===== config.mk =====
export PLATFORM = sky130hd
export DESIGN_NAME = clkctl_top
export DESIGN_NICKNAME = d
export VERILOG_FILES = /design/src/rtl/clkctl_pkg.sv /design/src/rtl/clkctl_regs.sv /design/src/rtl/clkctl_settle.sv /design/src/rtl/clkctl_seq.sv /design/src/rtl/clkctl_top.sv
export SDC_FILE = /design/constraint.sdc
export NUM_CORES = 1
export LEC_CHECK = 0
export ABC_AREA = 1
export CAP_MARGIN = 5
export CORE_UTILIZATION = 44
export DETAILED_ROUTE_END_ITERATION = 7
export PLACE_DENSITY = 0.77
export SYNTH_ARGS = -nofsm -noshare
export SYNTH_HDL_FRONTEND = slang
export SYNTH_SLANG_ARGS = --single-unit

===== constraint.sdc =====
create_clock -name clk -period 1.38 [get_ports clk]
set_input_delay 0.207 -clock clk [delete_from_list [all_inputs] [get_ports clk]]
set_output_delay 0.207 -clock clk [all_outputs]
set_load 0.02 [all_outputs]

===== src/rtl/clkctl_pkg.sv =====
package clkctl_pkg;
   typedef enum logic [1:0] {
      MODE_RESUME = 2'd0,
      MODE_RUN    = 2'd1,
      MODE_HALT   = 2'd2,
      MODE_STOP   = 2'd3
   } mode_t;

   localparam logic SRC_RING = 1'b0;
   localparam logic SRC_HS   = 1'b1;
   localparam int   NUM_OSC  = 2;
endpackage


===== src/rtl/clkctl_regs.sv =====
module clkctl_regs #(
   parameter int AW        = 2,
   parameter int DW        = 8,
   parameter int ADDR_RING = 0,
   parameter int ADDR_SEL  = 1,
   parameter int ADDR_HS   = 2,
   parameter int RING_BIT  = 0,
   parameter int SEL_BIT   = 0,
   parameter int HS_BIT    = 7
) (
   input  logic          clk,
   input  logic          rst_n,
   input  logic          wr_en,
   input  logic [AW-1:0] wr_addr,
   input  logic [DW-1:0] wr_data,
   output logic          ring_stop_q,
   output logic          sel_q,
   output logic          hs_stop_q,
   output logic          wr_err_q
);
   localparam int PW = (DW > 1) ? $clog2(DW) : 1;

   logic [PW-1:0] fpos;
   logic          wbit;
   logic          hit_ring, hit_sel, hit_hs;
   logic          nx_ring, nx_sel, nx_hs, refuse;

   assign hit_ring = wr_en && (wr_addr == AW'(ADDR_RING));
   assign hit_sel  = wr_en && (wr_addr == AW'(ADDR_SEL));
   assign hit_hs   = wr_en && (wr_addr == AW'(ADDR_HS));

   // field bit picked by the addressed register
   always_comb begin
      if (wr_addr == AW'(ADDR_HS))       fpos = PW'(HS_BIT);
      else if (wr_addr == AW'(ADDR_SEL)) fpos = PW'(SEL_BIT);
      else                               fpos = PW'(RING_BIT);
   end
   assign wbit = wr_data[fpos];

   assign nx_ring = hit_ring ? wbit : ring_stop_q;
   assign nx_sel  = hit_sel  ? wbit : sel_q;
   assign nx_hs   = hit_hs   ? wbit : hs_stop_q;
   assign refuse  = wr_en && nx_ring && nx_hs;

   always_ff @(posedge clk or negedge rst_n) begin
      if (!rst_n) begin
         ring_stop_q <= 1'b0;
         sel_q       <= 1'b0;
         hs_stop_q   <= 1'b1;
         wr_err_q    <= 1'b0;
      end else begin
         wr_err_q <= refuse;
         if (wr_en && !refuse) begin
            ring_stop_q <= nx_ring;
            sel_q       <= nx_sel;
            hs_stop_q   <= nx_hs;
         end
      end
   end
endmodule


===== src/rtl/clkctl_settle.sv =====
module clkctl_settle #(
   parameter int SETTLE = 4
) (
   input  logic clk,
   input  logic rst_n,
   input  logic en,
   output logic stable
);
   localparam int CW = $clog2(SETTLE + 1);

   generate
      if (SETTLE < 1) begin : g_bad_settle
         $error("clkctl_settle: SETTLE must be at least 1");
      end
   endgenerate

   logic [CW-1:0] cnt_q;

   always_ff @(posedge clk or negedge rst_n) begin
      if (!rst_n)                     cnt_q <= '0;
      else if (!en)                   cnt_q <= '0;
      else if (cnt_q != CW'(SETTLE))  cnt_q <= cnt_q + 1'b1;
   end

   assign stable = en && (cnt_q == CW'(SETTLE));
endmodule


===== src/rtl/clkctl_seq.sv =====
module clkctl_seq
   import clkctl_pkg::*;
(
   input  logic       clk,
   input  logic       rst_n,
   input  logic       halt_req,
   input  logic       stop_req,
   input  logic       wake,
   input  logic       sel,
   input  logic [1:0] osc_stable,
   output mode_t      mode_q,
   output logic       cpu_src_q,
   output logic       held_src_q
);
   always_ff @(posedge clk or negedge rst_n) begin
      if (!rst_n) begin
         mode_q     <= MODE_RESUME;
         cpu_src_q  <= SRC_RING;
         held_src_q <= SRC_RING;
      end else begin
         unique case (mode_q)
            MODE_RESUME: if (osc_stable[cpu_src_q]) mode_q <= MODE_RUN;
            MODE_RUN: begin
               if (stop_req) begin
                  mode_q     <= MODE_STOP;
                  held_src_q <= cpu_src_q;
               end else if (halt_req) begin
                  mode_q     <= MODE_HALT;
                  held_src_q <= cpu_src_q;
               end else if (sel != cpu_src_q && osc_stable[sel]) begin
                  cpu_src_q  <= sel;
               end
            end
            MODE_HALT, MODE_STOP: if (wake) mode_q <= MODE_RESUME;
            default: mode_q <= MODE_RESUME;
         endcase
      end
   end
endmodule


===== src/rtl/clkctl_top.sv =====
module clkctl_top
   import clkctl_pkg::*;
#(
   parameter int AW          = 2,
   parameter int DW          = 8,
   parameter int ADDR_RING   = 0,
   parameter int ADDR_SEL    = 1,
   parameter int ADDR_HS     = 2,
   parameter int RING_BIT    = 0,
   parameter int SEL_BIT     = 0,
   parameter int HS_BIT      = 7,
   parameter int RING_SETTLE = 3,
   parameter int HS_SETTLE   = 6
) (
   input  logic          clk,
   input  logic          rst_n,
   input  logic          ring_stoppable,
   input  logic          wr_en,
   input  logic [AW-1:0] wr_addr,
   input  logic [DW-1:0] wr_data,
   input  logic          halt_req,
   input  logic          stop_req,
   input  logic          wake,
   output logic          hs_osc_en,
   output logic          ring_osc_en,
   output logic          cpu_src,
   output logic          per_src,
   output logic          cpu_clk_en,
   output logic          per_clk_en,
   output logic          wr_err
);
   generate
      if (HS_BIT >= DW || RING_BIT >= DW || SEL_BIT >= DW) begin : g_bad_bits
         $error("clkctl_top: field bit outside data width");
      end
      if (ADDR_RING == ADDR_SEL || ADDR_RING == ADDR_HS || ADDR_SEL == ADDR_HS) begin : g_bad_addr
         $error("clkctl_top: register addresses must differ");
      end
      if (ADDR_RING >= (1 << AW) || ADDR_SEL >= (1 << AW) || ADDR_HS >= (1 << AW)) begin : g_bad_aw
         $error("clkctl_top: address outside address width");
      end
   endgenerate

   logic ring_stop_q, sel_q, hs_stop_q;
   logic held_src_q, cpu_src_q;
   mode_t mode_q;
   logic [NUM_OSC-1:0] osc_on, osc_stable;

   clkctl_regs #(
      .AW(AW), .DW(DW), .ADDR_RING(ADDR_RING), .ADDR_SEL(ADDR_SEL),
      .ADDR_HS(ADDR_HS), .RING_BIT(RING_BIT), .SEL_BIT(SEL_BIT), .HS_BIT(HS_BIT)
   ) u_regs (
      .clk(clk), .rst_n(rst_n), .wr_en(wr_en), .wr_addr(wr_addr), .wr_data(wr_data),
      .ring_stop_q(ring_stop_q), .sel_q(sel_q), .hs_stop_q(hs_stop_q), .wr_err_q(wr_err)
   );

   clkctl_seq u_seq (
      .clk(clk), .rst_n(rst_n), .halt_req(halt_req), .stop_req(stop_req), .wake(wake),
      .sel(sel_q), .osc_stable(osc_stable), .mode_q(mode_q),
      .cpu_src_q(cpu_src_q), .held_src_q(held_src_q)
   );

   // a stop bit never removes the clock the CPU is running from
   assign hs_osc_en   = (mode_q != MODE_STOP) && (!hs_stop_q || cpu_src_q == SRC_HS);
   assign ring_osc_en = !ring_stoppable || !ring_stop_q || cpu_src_q == SRC_RING;
   assign osc_on      = {hs_osc_en, ring_osc_en};

   generate
      for (genvar i = 0; i < NUM_OSC; i++) begin : g_osc
         clkctl_settle #(
            .SETTLE((i == int'(SRC_HS)) ? HS_SETTLE : RING_SETTLE)
         ) u_settle (
            .clk(clk), .rst_n(rst_n), .en(osc_on[i]), .stable(osc_stable[i])
         );
      end
   endgenerate

   assign cpu_src    = cpu_src_q;
   assign per_src    = (mode_q == MODE_RUN) ? cpu_src_q : held_src_q;
   assign cpu_clk_en = (mode_q == MODE_RUN);
   assign per_clk_en = osc_stable[per_src];
endmodule


==> run summary <==
Share of layout cells above drive strength 1 = 39.3%
CP Launch Type = flip-flop
I/O pin count = 24
Area leader, netlist = dfrtp_1
Placed cell areas = 1060 µm²
GPL Wtd Cong = 0.839
CP max FO = 2
Inst Count DP = 145
Synth top cells by count = 25 x nand2_1, 12 x dfrtp_1, 12 x inv_1, 7 x nand3_1
CP required = 1.17 ns
Worst-Margin Slew = 0.337 ns
RSZ-0062 raised after global routing = true
Post-route ant nets = 0
DRC viols = 0
Final Cycle Share = 119%
Post-synthesis sequential area ratio = 43.6%
Max H-tree Level = 1
Syn_nets = 117
Width of the die = 43.3 µm
Die Ht = 43.3 µm
# hold bufs at CTS = 0
Vias in the first global route = 768
Final setup fails = 4
Hold WC Path Type = input pin to async pin
Synth Cell Area = 749 µm²
Net Sw Frac = 43.4%
Relative slew slack = 77.3%
Int Power = 1.55 mW
Max-Cap Viols = 0
Final Hold Vio Count = 0
FILL cells = 108
Worst skew pair latency = 0.28 ns
Final Instance Count excl. Fillers = 156
Post-Synthesis Cells = 97
Largest net degree at the start of global routing = 14
Design area = 1210 µm²
Cts bufs inserted = 3
CP max stage delay = 0.39 ns
Count leader, synth = nand2_1
Antenna violations before repair = 0
Netlist cell types = 23
DRC marker count from the first detailed-route iteration = 19
DR pass1 iterations = 4
Leak Pwr = 0.620 nW
First-pass GRT wire length = 3230 µm
Max Clk Rate = 611 MHz
Core area = 1540 µm²
Port bufs = 17
CTS tree = done
# clock sinks = 13
Ant. Diodes = 0
Clock Skew = 0.00473 ns
Failing checks = negative setup slack
Total via count in the routed design = 808
Cell Rows = 14
Synth warn = 0
Status = finished with violations
DP Worst Slack = -0.393 ns
Register Area = 328 µm²
Comb power frac = 64.6%
Total track usage = 24.0%
Setup ws final = -0.257 ns
Initial core utilization = 48.6%
Async SR Flop Fraction = 100%
Reg clk slew, reported paths = 0.08 ns
Clock Tree Buf Depth = 2
Arr. time, crit path = 1.43 ns
Maximum VDD drop = 1.33 mV
Area Growth Syn to Fin = 61.9%
Switching power total = 1.19 mW
Crit path cell chain = inv_1 > ha_2 > nand2_4 > nor2_4 > nand2_1 > o21ai_1 > buf_4
Vias per cell = 5.18
Area contributors post-synth = dfrtp_1 40%, nand2_1 13%, inv_1 6.0%
Top FF cell, synth = dfrtp_1
Synth top area share = 40.1%
Detailed Place HPWL = 1390 µm
CP max-delay cell = dfrtp_1
Reg2reg path depth = 11
Hold slack = 0.226 ns
Final Net Count = 161
Final Max Tran Viols = 0
Sequential share of power = 26.8%
Footprint of the multi-input gates = 425 µm²
Wire per inst = 14.0 µm
CTS root buf = clkbuf_4
Clock share of power = 8.7%
Crit Path Category = flip-flop to output pin
Average cell area after synthesis = 7.73 µm²
Critical Path End Type = output pin
Grt total ovfl = 0
EDFF count, synth = 0
Drt total wl = 2190 µm
Die ar. = 1870 µm²
PD cells = 2250 nW/µm²
Synth Register Bits = 13
Final Critical Period = 1.64 ns
power groups by stage:
stage                     Clock, mW  Sequential (mW)  Combinational (mW)
after CTS                     0.247            0.699                1.43
final                         0.237            0.732                1.77
after floorplan                   0            0.708               0.729
after global placement            0            0.683                1.35
after global routing          0.260            0.749                1.92
after detailed placement          0            0.695                1.40
metal layers:
metal,up-vias,GRT usage (%),wire [µm]
met5,-,0,0
met4,0,6.67,32
met3,4,7.66,90
met2,26,42.1,1190
met1,377,27.6,871
li1,401,-,-
placed cells by master, fill, tap and decap left out, drive strengths merged, types with 2 or more instances in the layout:
master,synthesis,routed
nor2,7,7
nand3,10,10
clkbuf,0,5
inv,16,16
nand4,2,2
o21ai,8,8
dfrtp,12,12
clkdlybuf4s50,0,10
nand2,26,26
nor3,2,2
buf,0,27
ha,3,3
or2,2,2
a21oi,4,4
layout make-up:
class,count,share of cell area [%]
sequential,13,27.0
timing repair buffer,39,28.6
tap,16,1.65
inverter,16,5.57
multi-input combinational,68,35.1
clock buffer,4,2.16
worst max-delay path, delay by kind of cell (launching register included):
family	cells	cell delay [ns]
flip-flops	1	0.39
buffers and inverters	2	0.24
AND/OR/NAND/NOR	3	0.22
AO/OA/AOI/OAI	1	0.13
adder cells (fa/ha/maj)	1	0.18
sequential cells by signal (all words and copies together), names as in the netlist:
signal                count
u_regs.sel_q              1
u_seq.cpu_src_q           1
u_regs.wr_err_q           1
u_seq.held_src_q          1
u_regs.hs_stop_q          1
u_regs.ring_stop_q        1
u_seq.mode_q              2
g_osc.u_settle.cnt_q      5
what timing repair did:
action	CTS	global route
pin swaps	3	5
resized for setup	32	25
endpoints found under the setup margin	7	7
setup buffers	2	6
path summary, 6_finish.rpt:
kind	startpoint	end	slack [ns]
worst max register to register	g_osc[1].u_settle.cnt_q[0]$_DFFE_PN0P_	u_seq.mode_q[0]$_DFFE_PN0P_	-0.04
worst min register to register	u_seq.mode_q[0]$_DFFE_PN0P_	u_seq.mode_q[0]$_DFFE_PN0P_	0.56
max in group asynchronous	rst_n	u_regs.hs_stop_q$_DFFE_PN1P_	0.92
worst max-delay path	g_osc[1].u_settle.cnt_q[0]$_DFFE_PN0P_	per_clk_en	-0.26
worst min-delay path	rst_n	u_regs.wr_err_q$_DFF_PN0_	0.23
min in group clk	u_seq.mode_q[0]$_DFFE_PN0P_	u_seq.mode_q[0]$_DFFE_PN0P_	0.56
per-stage QoR:
step                      power, mW  utilization, %  setup TNS [ns]
after floorplan                1.44               -               0
after global placement         2.03            69.0           -1.29
after detailed placement       2.09            69.0           -1.55
after CTS                      2.38            71.8          -0.375
after global routing           2.93            78.7          -0.763
final                          2.74            78.7          -0.469
kinds of logic after synthesis:
| family | count (synthesis) | synth area share [%] |
|---|---|---|
| AOI/OAI and AO/OA | 15 | 11.4 |
| xor gates and xnor gates | 1 | 1.17 |
| adders and majority gates | 3 | 5.01 |
| buffers and inverters | 16 | 8.01 |
| DFF | 13 | 43.6 |
| and+or+nand+nor | 49 | 30.9 |
Power figures use the tool's default switching activity.
